==> src/rtl/alu_bus_pkg.sv <==
package alu_bus_pkg;
  localparam int DATA_W  = 8;
  localparam int NUM_SRC = 5;

  typedef enum int {
    SRC_ADD = 0,
    SRC_AND = 1,
    SRC_OR  = 2,
    SRC_XOR = 3,
    SRC_SHR = 4
  } src_idx_e;
endpackage

==> src/rtl/alu_operand_reg.sv <==
module alu_operand_reg #(
  parameter int W = 8
) (
  input  logic         clk,
  input  logic         rst,
  input  logic         load,
  input  logic [W-1:0] din,
  output logic [W-1:0] q
);
  always_ff @(posedge clk) begin
    if (rst)       q <= '0;
    else if (load) q <= din;
  end
endmodule

==> src/rtl/alu_operator_bank.sv <==
module alu_operator_bank #(
  parameter int W = 8,
  parameter int N = 5
) (
  input  logic [W-1:0]        op_a,
  input  logic [W-1:0]        op_b,
  output logic [N-1:0][W-1:0] res
);
  import alu_bus_pkg::*;

  for (genvar i = 0; i < N; i++) begin : g_op
    if (i == SRC_ADD) begin : g_add
      logic [W:0] full_sum;
      assign full_sum = {1'b0, op_a} + {1'b0, op_b};
      assign res[i]   = full_sum[W-1:0];
    end else if (i == SRC_AND) begin : g_and
      assign res[i] = op_a & op_b;
    end else if (i == SRC_OR) begin : g_or
      assign res[i] = op_a | op_b;
    end else if (i == SRC_XOR) begin : g_xor
      assign res[i] = op_a ^ op_b;
    end else if (i == SRC_SHR) begin : g_shr
      assign res[i] = {1'b0, op_a[W-1:1]};
    end else begin : g_none
      assign res[i] = '0;
    end
  end
endmodule

==> src/rtl/alu_source_select.sv <==
module alu_source_select #(
  parameter int W = 8,
  parameter int N = 5
) (
  input  logic                clk,
  input  logic                rst,
  input  logic [N-1:0]        en,
  input  logic [N-1:0][W-1:0] res,
  output logic [W-1:0]        data_q,
  output logic                valid_q
);
  logic [W-1:0] pick;
  logic         any;

  always_comb begin
    pick = '0;
    any  = 1'b0;
    for (int i = N - 1; i >= 0; i--) begin
      if (en[i]) begin
        pick = res[i];
        any  = 1'b1;
      end
    end
  end

  always_ff @(posedge clk) begin
    if (rst) begin
      data_q  <= '0;
      valid_q <= 1'b0;
    end else begin
      data_q  <= pick;
      valid_q <= any;
    end
  end
endmodule

==> src/rtl/alu_bus_unit.sv <==
module alu_bus_unit #(
  parameter int W = alu_bus_pkg::DATA_W,
  parameter int N = alu_bus_pkg::NUM_SRC
) (
  input  logic         clk,
  input  logic         rst,
  input  logic [W-1:0] bus_in,
  input  logic         ld_a,
  input  logic         ld_b,
  input  logic [N-1:0] src_en,
  output logic [W-1:0] drv_data,
  output logic         drv_valid
);
  logic [W-1:0]        a_q;
  logic [W-1:0]        b_q;
  logic [N-1:0][W-1:0] results;

  alu_operand_reg #(.W(W)) u_reg_a (
    .clk(clk), .rst(rst), .load(ld_a), .din(bus_in), .q(a_q)
  );

  alu_operand_reg #(.W(W)) u_reg_b (
    .clk(clk), .rst(rst), .load(ld_b), .din(bus_in), .q(b_q)
  );

  alu_operator_bank #(.W(W), .N(N)) u_ops (
    .op_a(a_q), .op_b(b_q), .res(results)
  );

  alu_source_select #(.W(W), .N(N)) u_sel (
    .clk(clk), .rst(rst), .en(src_en), .res(results),
    .data_q(drv_data), .valid_q(drv_valid)
  );
endmodule

==> config.mk <==
export PLATFORM = sky130hd
export DESIGN_NAME = alu_bus_unit
export DESIGN_NICKNAME = d
export VERILOG_FILES = /design/src/rtl/alu_bus_pkg.sv /design/src/rtl/alu_operand_reg.sv /design/src/rtl/alu_operator_bank.sv /design/src/rtl/alu_source_select.sv /design/src/rtl/alu_bus_unit.sv
export SDC_FILE = /design/constraint.sdc
export NUM_CORES = 1
export LEC_CHECK = 0
export ABC_CLOCK_PERIOD_IN_PS = 1750
export BUFFER_PORTS_ARGS = -buffer_cell sky130_fd_sc_hd__buf_4
export CAP_MARGIN = 0
export CORE_ASPECT_RATIO = 0.75
export CORE_MARGIN = 5
export CORE_UTILIZATION = 50
export DETAILED_ROUTE_END_ITERATION = 8
export PLACE_DENSITY = 0.76
export SYNTH_ARGS = -nofsm -noshare
export SYNTH_HDL_FRONTEND = slang
export SYNTH_SLANG_ARGS = --single-unit
==> constraint.sdc <==
create_clock -name clk -period 1.75 [get_ports clk]
set_input_delay 0.175 -clock clk [delete_from_list [all_inputs] [get_ports clk]]
set_output_delay 0.175 -clock clk [all_outputs]
set_load 0.005 [all_outputs]
# [Yosys cells after proc, flatten, opt, wreduce, memory -nomap -nowiden]
# Cells that the tools add are included.
[totals] register_bits=25 out_inout_bits=9 wordCells=18
[op_classes] mux=10 n_bitwise=3 addsub=1
[op_table] cell="8-bit 2-to-1 mux" count=4
[op_table] cell="8-bit adder" count=1
[op_table] cell="8-bit bitwise AND" count=1
[op_table] cell="8-bit bitwise OR" count=1
[op_table] cell="8-bit XOR" count=1
[op_table] cell="7-bit 2-to-1 mux" count=1
[op_table] cell="1-bit 2-to-1 mux" count=5

# [Longest topological paths before layout]
[logic_depth] word_depth=5 ltp_mapped=7

# [By module]
# A second synthesis with hierarchy kept.
[unflattened] cells_unflattened=187 area_unflattened_um2=1651.6
[modules_own_cells] module="alu_operator_bank" instances=1 area_each_um2=575.6 cells_per_inst=79
[modules_own_cells] module="alu_operand_reg" instances=2 area_each_um2=285.3 cells_per_inst=26
[modules_own_cells] module="alu_source_select" instances=1 area_each_um2=505.5 cells_per_inst=56

# [Least setup slack after synthesis]
# No wires, ideal clock.
[synth_path] kind="reg-to-reg" from="reg u_reg_a.q[1]" to="reg u_sel.data_q[5]" path_buffers=0 setup_slack_ps=67 stages_incl_launch_ff=7 setup_ps=74 t_arrival_ps=1609 required_ps=1676 synth_period_minus_slack_ps=1683 cell_sequence="dfxtp_1 inv_1 ha_1 a211oi_2 or4b_1 a31o_1 a31oi_1"
[synth_between] elab_chain_len=2
[synth_lines] element="from (decl)" line_no="alu_operand_reg.sv:8" source="output logic [W-1:0] q"
[synth_lines] element="from (signal assigned)" line_no="alu_operand_reg.sv:12" source="else if (load) q <= din;"
[synth_lines] element="8-bit adder" line_no="alu_operator_bank.sv:14" source="assign full_sum = {1'b0, op_a} + {1'b0, op_b};"
[synth_lines] element="8-bit 2-to-1 mux" line_no="alu_source_select.sv:19" source="if (en[i]) begin"
[synth_lines] element="to (signal assigned)" line_no="alu_source_select.sv:31" source="data_q <= pick;"
[synth_lines] element="to (decl)" line_no="alu_source_select.sv:9" source="output logic [W-1:0] data_q,"
# Every way passes these cells.
# A chain may end at the register's enable or synchronous reset.

# [Worst setup path after layout]
[layout_path] from="reg u_reg_b.q[2]" to="reg u_sel.data_q[5]"
[layout_between] elab_chain_len=2
[layout_lines] element="from (decl)" line_no="alu_operand_reg.sv:8"
[layout_lines] element="from (signal assigned)" line_no="alu_operand_reg.sv:12"
[layout_lines] element="8-bit adder" line_no="alu_operator_bank.sv:14"
[layout_lines] element="8-bit 2-to-1 mux" line_no="alu_source_select.sv:19"
# Every way passes these cells.

==> report_table.html <==
<table>
<tr><th>Metric</th><th>Value</th></tr>
<tr><th colspan="2">Status</th></tr>
<tr><td>Outcome</td><td>complete, no violations</td></tr>
<tr><th colspan="2">Power and ir drop</th></tr>
<tr><td>Leak Pwr</td><td>0.000908 µW</td></tr>
<tr><td>Power per standard cell area</td><td>685 nW/µm²</td></tr>
<tr><td>Peak ir drop on the vdd network</td><td>447 µV</td></tr>
<tr><th colspan="2">Min path</th></tr>
<tr><td>WHS Path Cells</td><td>3</td></tr>
<tr><td>Startpoint of the worst hold path</td><td>bus_in[6]</td></tr>
<tr><td>Worst hold-check path type</td><td>in2reg</td></tr>
<tr><td>Worst hold endpoint</td><td>u_reg_a.q[6]$_SDFFE_PP0P_</td></tr>
<tr><th colspan="2">Synth</th></tr>
<tr><td>Dominant cells by area after synthesis</td><td>dfxtp_1 31%, ha_1 13%, mux2i_1 13%, a21oi_1 4.7%, inv_1 4.7%</td></tr>
<tr><td>Post-synth cell types</td><td>37</td></tr>
<tr><td>Proportion of synthesized chip area in sequential cells</td><td>31.3%</td></tr>
<tr><td>Mapped Cells</td><td>182</td></tr>
<tr><td>Library cell occupying the most area in the post-synthesis netlist</td><td>dfxtp_1</td></tr>
<tr><td>Netlist area before placement</td><td>1600 µm²</td></tr>
<tr><td>Proportion of netlist area held by the largest area contributor</td><td>31.3%</td></tr>
<tr><td>Register bit count reported by yosys</td><td>25</td></tr>
<tr><td>Average cell area after synthesis</td><td>8.80 µm²</td></tr>
<tr><td>Total number of yosys warnings</td><td>0</td></tr>
<tr><td>Synthesized Nets</td><td>216</td></tr>
<tr><th colspan="2">Floorplan</th></tr>
<tr><td>Width of the chip</td><td>75.4 µm</td></tr>
<tr><td>Standard-cell rows</td><td>17</td></tr>
<tr><td>Die height</td><td>59.0 µm</td></tr>
<tr><td>Area enclosed by the die boundary</td><td>4450 µm²</td></tr>
<tr><td>I/O Pins</td><td>26</td></tr>
<tr><td>Placeable core region</td><td>3000 µm²</td></tr>
<tr><td>Starting density of the core</td><td>53.4%</td></tr>
<tr><th colspan="2">Routing</th></tr>
<tr><td>Count of antenna-violating nets left after detailed routing</td><td>0</td></tr>
<tr><td>Aggregate routed wire length</td><td>4.17 mm</td></tr>
<tr><td>Pre-antenna DRT Iters</td><td>4</td></tr>
<tr><td>Vias post-DR</td><td>1493</td></tr>
<tr><td>Number of remaining DRC errors</td><td>0</td></tr>
<tr><td>Vias per cell</td><td>5.90</td></tr>
<tr><td>Post-detailed-route wirelength per cell</td><td>16.5 µm</td></tr>
<tr><td>DRC marker count from the first detailed-route iteration</td><td>165</td></tr>
<tr><th colspan="2">CTS</th></tr>
<tr><td>Post-cts hold buffer count</td><td>0</td></tr>
<tr><td>Worst-case clock buffer depth</td><td>2</td></tr>
<tr><td>Clock insertion delay at the later pin of the skew report</td><td>280 ps</td></tr>
<tr><td>Sinks on Clock Net</td><td>25</td></tr>
<tr><td>Clock tree from TritonCTS</td><td>built</td></tr>
<tr><td>Clk Tree Root Cell</td><td>clkbuf_8</td></tr>
<tr><td>Max H-tree Level</td><td>1</td></tr>
<tr><td>Clock-pin slew on the worst setup and hold paths</td><td>90 ps</td></tr>
<tr><td>TritonCTS Buffers</td><td>3</td></tr>
<tr><th colspan="2">Setup path</th></tr>
<tr><td>Critical path endpoint category</td><td>register</td></tr>
<tr><td>Length in cells of the worst reg-to-reg path</td><td>6</td></tr>
<tr><td>Largest incremental delay on the critical path</td><td>460 ps</td></tr>
<tr><td>Slowest stage cell on the critical path</td><td>or4b_1</td></tr>
<tr><td>Crit Path Max Fanout</td><td>4</td></tr>
<tr><td>Critical path class</td><td>reg2reg</td></tr>
<tr><td>Data arrival time of the critical path</td><td>1890 ps</td></tr>
<tr><td>Startpoint types</td><td>register</td></tr>
<tr><td>Setup slack, reg-to-reg</td><td>70 ps</td></tr>
<tr><td>Critical register-to-register path endpoint</td><td>u_sel.data_q[5]$_SDFF_PP0_</td></tr>
<tr><td>RR Startpoint</td><td>u_reg_b.q[2]$_SDFFE_PP0P_</td></tr>
<tr><td>List of cells traversed by the critical path</td><td>inv_1 &gt; ha_4 &gt; o21ai_2 &gt; or4b_1 &gt; a31o_1 &gt; a31oi_1</td></tr>
<tr><td>CP Data Required Time</td><td>1960 ps</td></tr>
<tr><th colspan="2">Final layout</th></tr>
<tr><td>Proportion of layout cells with a drive suffix above 1</td><td>28.4%</td></tr>
<tr><td>Area Overhead vs Synth</td><td>22.0%</td></tr>
<tr><td>Seq. cell area</td><td>510 µm²</td></tr>
<tr><td>Area of combinational cells with multiple inputs</td><td>990 µm²</td></tr>
<tr><td>Final nets</td><td>250</td></tr>
<tr><td>Post-Layout Inst Area</td><td>1950 µm²</td></tr>
<tr><td>Non-filler cells in the finished layout</td><td>253</td></tr>
<tr><td>Antenna cells</td><td>0</td></tr>
<tr><td>Fillers</td><td>252</td></tr>
<tr><th colspan="2">Global routing</th></tr>
<tr><td>Number of global-route vias before repair</td><td>1343</td></tr>
<tr><td>Global route overflow</td><td>0</td></tr>
<tr><td>Gr usage total</td><td>19.2%</td></tr>
<tr><td>Largest net degree at the start of global routing</td><td>28</td></tr>
<tr><td>Initial antenna violation count</td><td>0</td></tr>
<tr><td>Global-route wire length before repair</td><td>6.47 mm</td></tr>
<tr><th colspan="2">STA</th></tr>
<tr><td>Timing-limited maximum frequency</td><td>594 MHz</td></tr>
<tr><td>Final cycle utilization of the critical path</td><td>96.1%</td></tr>
<tr><td>Final-report setup violation count</td><td>0</td></tr>
<tr><td>Post-layout minimum cycle time</td><td>1680 ps</td></tr>
<tr><td>Post-route clock skew</td><td>3.32 ps</td></tr>
<tr><td>Slew Viols, Final</td><td>0</td></tr>
<tr><td>Rel. slew slack</td><td>68.8%</td></tr>
<tr><td>Final hold violation count</td><td>0</td></tr>
<tr><td>Transition time at the pin with the least slew margin</td><td>465 ps</td></tr>
<tr><td>RSZ-0062 raised after global routing</td><td>no</td></tr>
<tr><th colspan="2">Placed design</th></tr>
<tr><td>Post-detailed-placement half-perimeter wirelength</td><td>2.95 mm</td></tr>
<tr><td>Cell Count Post-Placement</td><td>248</td></tr>
<tr><td>Standard cell area after detailed placement</td><td>1850 µm²</td></tr>
<tr><td>Port buffer count</td><td>25</td></tr>
<tr><td>Weighted congestion reported at the end of routability-driven placement</td><td>0.866</td></tr>
<tr><th colspan="2">Job</th></tr>
<tr><td>Max-cap viol count</td><td>0</td></tr>
</table>
timing repair:
action | 4_1_cts | 5_1_grt
setup endpoints to repair | 2 | 5
cloned | 0 | 0
pin swaps | 0 | 0
setup buffers | 0 | 1
gates resized for setup | 3 | 13
layout by cell type (no fill, tap or decap), types with 4 or more instances in the layout:
cell type and count:
buf_4 38, inv_1 18, dfxtp_1 17, mux2i_1 20, dfxtp_2 8, a211oi_1 4
nor2_1 20, nand2_1 9, o21ai_0 5, a21oi_1 14, a221oi_1 4, ha_1 13
power breakdown:
part / leakage (µW) / switching (µW) / internal (µW)
registers: 0.000209 / 22.1 / 609
clock network: 0.0000255 / 199 / 160
logic: 0.000673 / 181 / 167
total: 0.000908 / 402 / 936
per-stage QoR:
stage / total power [µW] / hold WS (ps) / worst slack, ps / TNS (ps) / utilization (%)
floorplan: 837 / 323 / 66.5 / 0 / -
global placement: 954 / 419 / 54.3 / 0 / 61.8
detailed placement: 964 / 428 / -1.87 / -1.87 / 61.8
CTS: 1310 / 144 / 2.87 / 0 / 63.5
global route: 1400 / 144 / 2.42 / 0 / 65.2
finish: 1340 / 135 / 67.5 / 0 / 65.2
flip-flops by register name, summed over array words and instances, names as in the netlist:
| register | count |
|---|---|
| u_reg_a.q | 8 |
| u_reg_b.q | 8 |
| u_sel.data_q | 8 |
| u_sel.valid_q | 1 |
cells in the mapped netlist, drive strengths merged:
master	count
a311o	1
dfxtp	25
nand3b	1
o21bai	1
a31oi	3
a32oi	1
a21oi	15
o211a	1
ha	16
o21ai	6
o211ai	3
or2	1
a21o	2
xor2	2
nand2	9
o31ai	1
a31o	1
nand4	2
fa	1
o311ai	1
mux2i	20
a221oi	4
nor2b	1
nor2	20
inv	20
or4b	1
nand3	2
a211oi	5
and3b	1
nor3	3
buf	2
clkbuf	7
a211o	3
cells by family (layout without fill, tap and decap cells):
| group | Yosys count | in the layout | synth area share [%] |
|---|---|---|---|
| simple gates | 41 | 41 | 11.6 |
| flops | 25 | 25 | 31.3 |
| xor+xnor | 2 | 2 | 1.09 |
| fa+ha+maj | 17 | 17 | 13.7 |
| mux | 20 | 20 | 12.5 |
| buf+inv | 29 | 62 | 9.22 |
| compound gates | 48 | 48 | 20.6 |
per-layer routing:
| layer | track usage [%] | vias up | part of all wire, % |
|---|---|---|---|
| li1 | - | 710 | - |
| met1 | 28.3 | 698 | 45 |
| met2 | 28.5 | 76 | 43 |
| met3 | 4.24 | 9 | 10 |
| met4 | 3.99 | 0 | 1.7 |
| met5 | 0 | - | 0 |
critical path: cells and delay by family (launching register included):
family | cells | cell delay, ps
buffers and inverters | 1 | 90
adder cells (fa/ha/maj) | 1 | 290
AO/OA/AOI/OAI | 3 | 390
AND/OR/NAND/NOR | 1 | 460
flip-flops | 1 | 380
cell type report:
cell class / instances / area share (%)
Inverter: 20 / 3.84
Tap cell: 38 / 2.43
Sequential cell: 25 / 26.1
Timing Repair Buffer: 38 / 14.6
Clock inverter: 1 / 0.256
Clock buffer: 3 / 2.11
Multi-Input combinational cell: 128 / 50.6
worst max path at each step:
stage / from / endpoint / cells after the start
finish: u_reg_b.q[2]$_SDFFE_PP0P_ / u_sel.data_q[5]$_SDFF_PP0_ / 6
global route: u_reg_b.q[4]$_SDFFE_PP0P_ / u_sel.data_q[5]$_SDFF_PP0_ / 5
CTS: u_reg_a.q[0]$_SDFFE_PP0P_ / u_sel.data_q[6]$_SDFF_PP0_ / 7
detailed placement: u_reg_b.q[0]$_SDFFE_PP0P_ / u_sel.data_q[6]$_SDFF_PP0_ / 7
global placement: u_reg_a.q[0]$_SDFFE_PP0P_ / u_sel.data_q[6]$_SDFF_PP0_ / 7
floorplan: u_reg_a.q[1]$_SDFFE_PP0P_ / u_sel.data_q[5]$_SDFF_PP0_ / 6
Power figures use the tool's default switching activity.
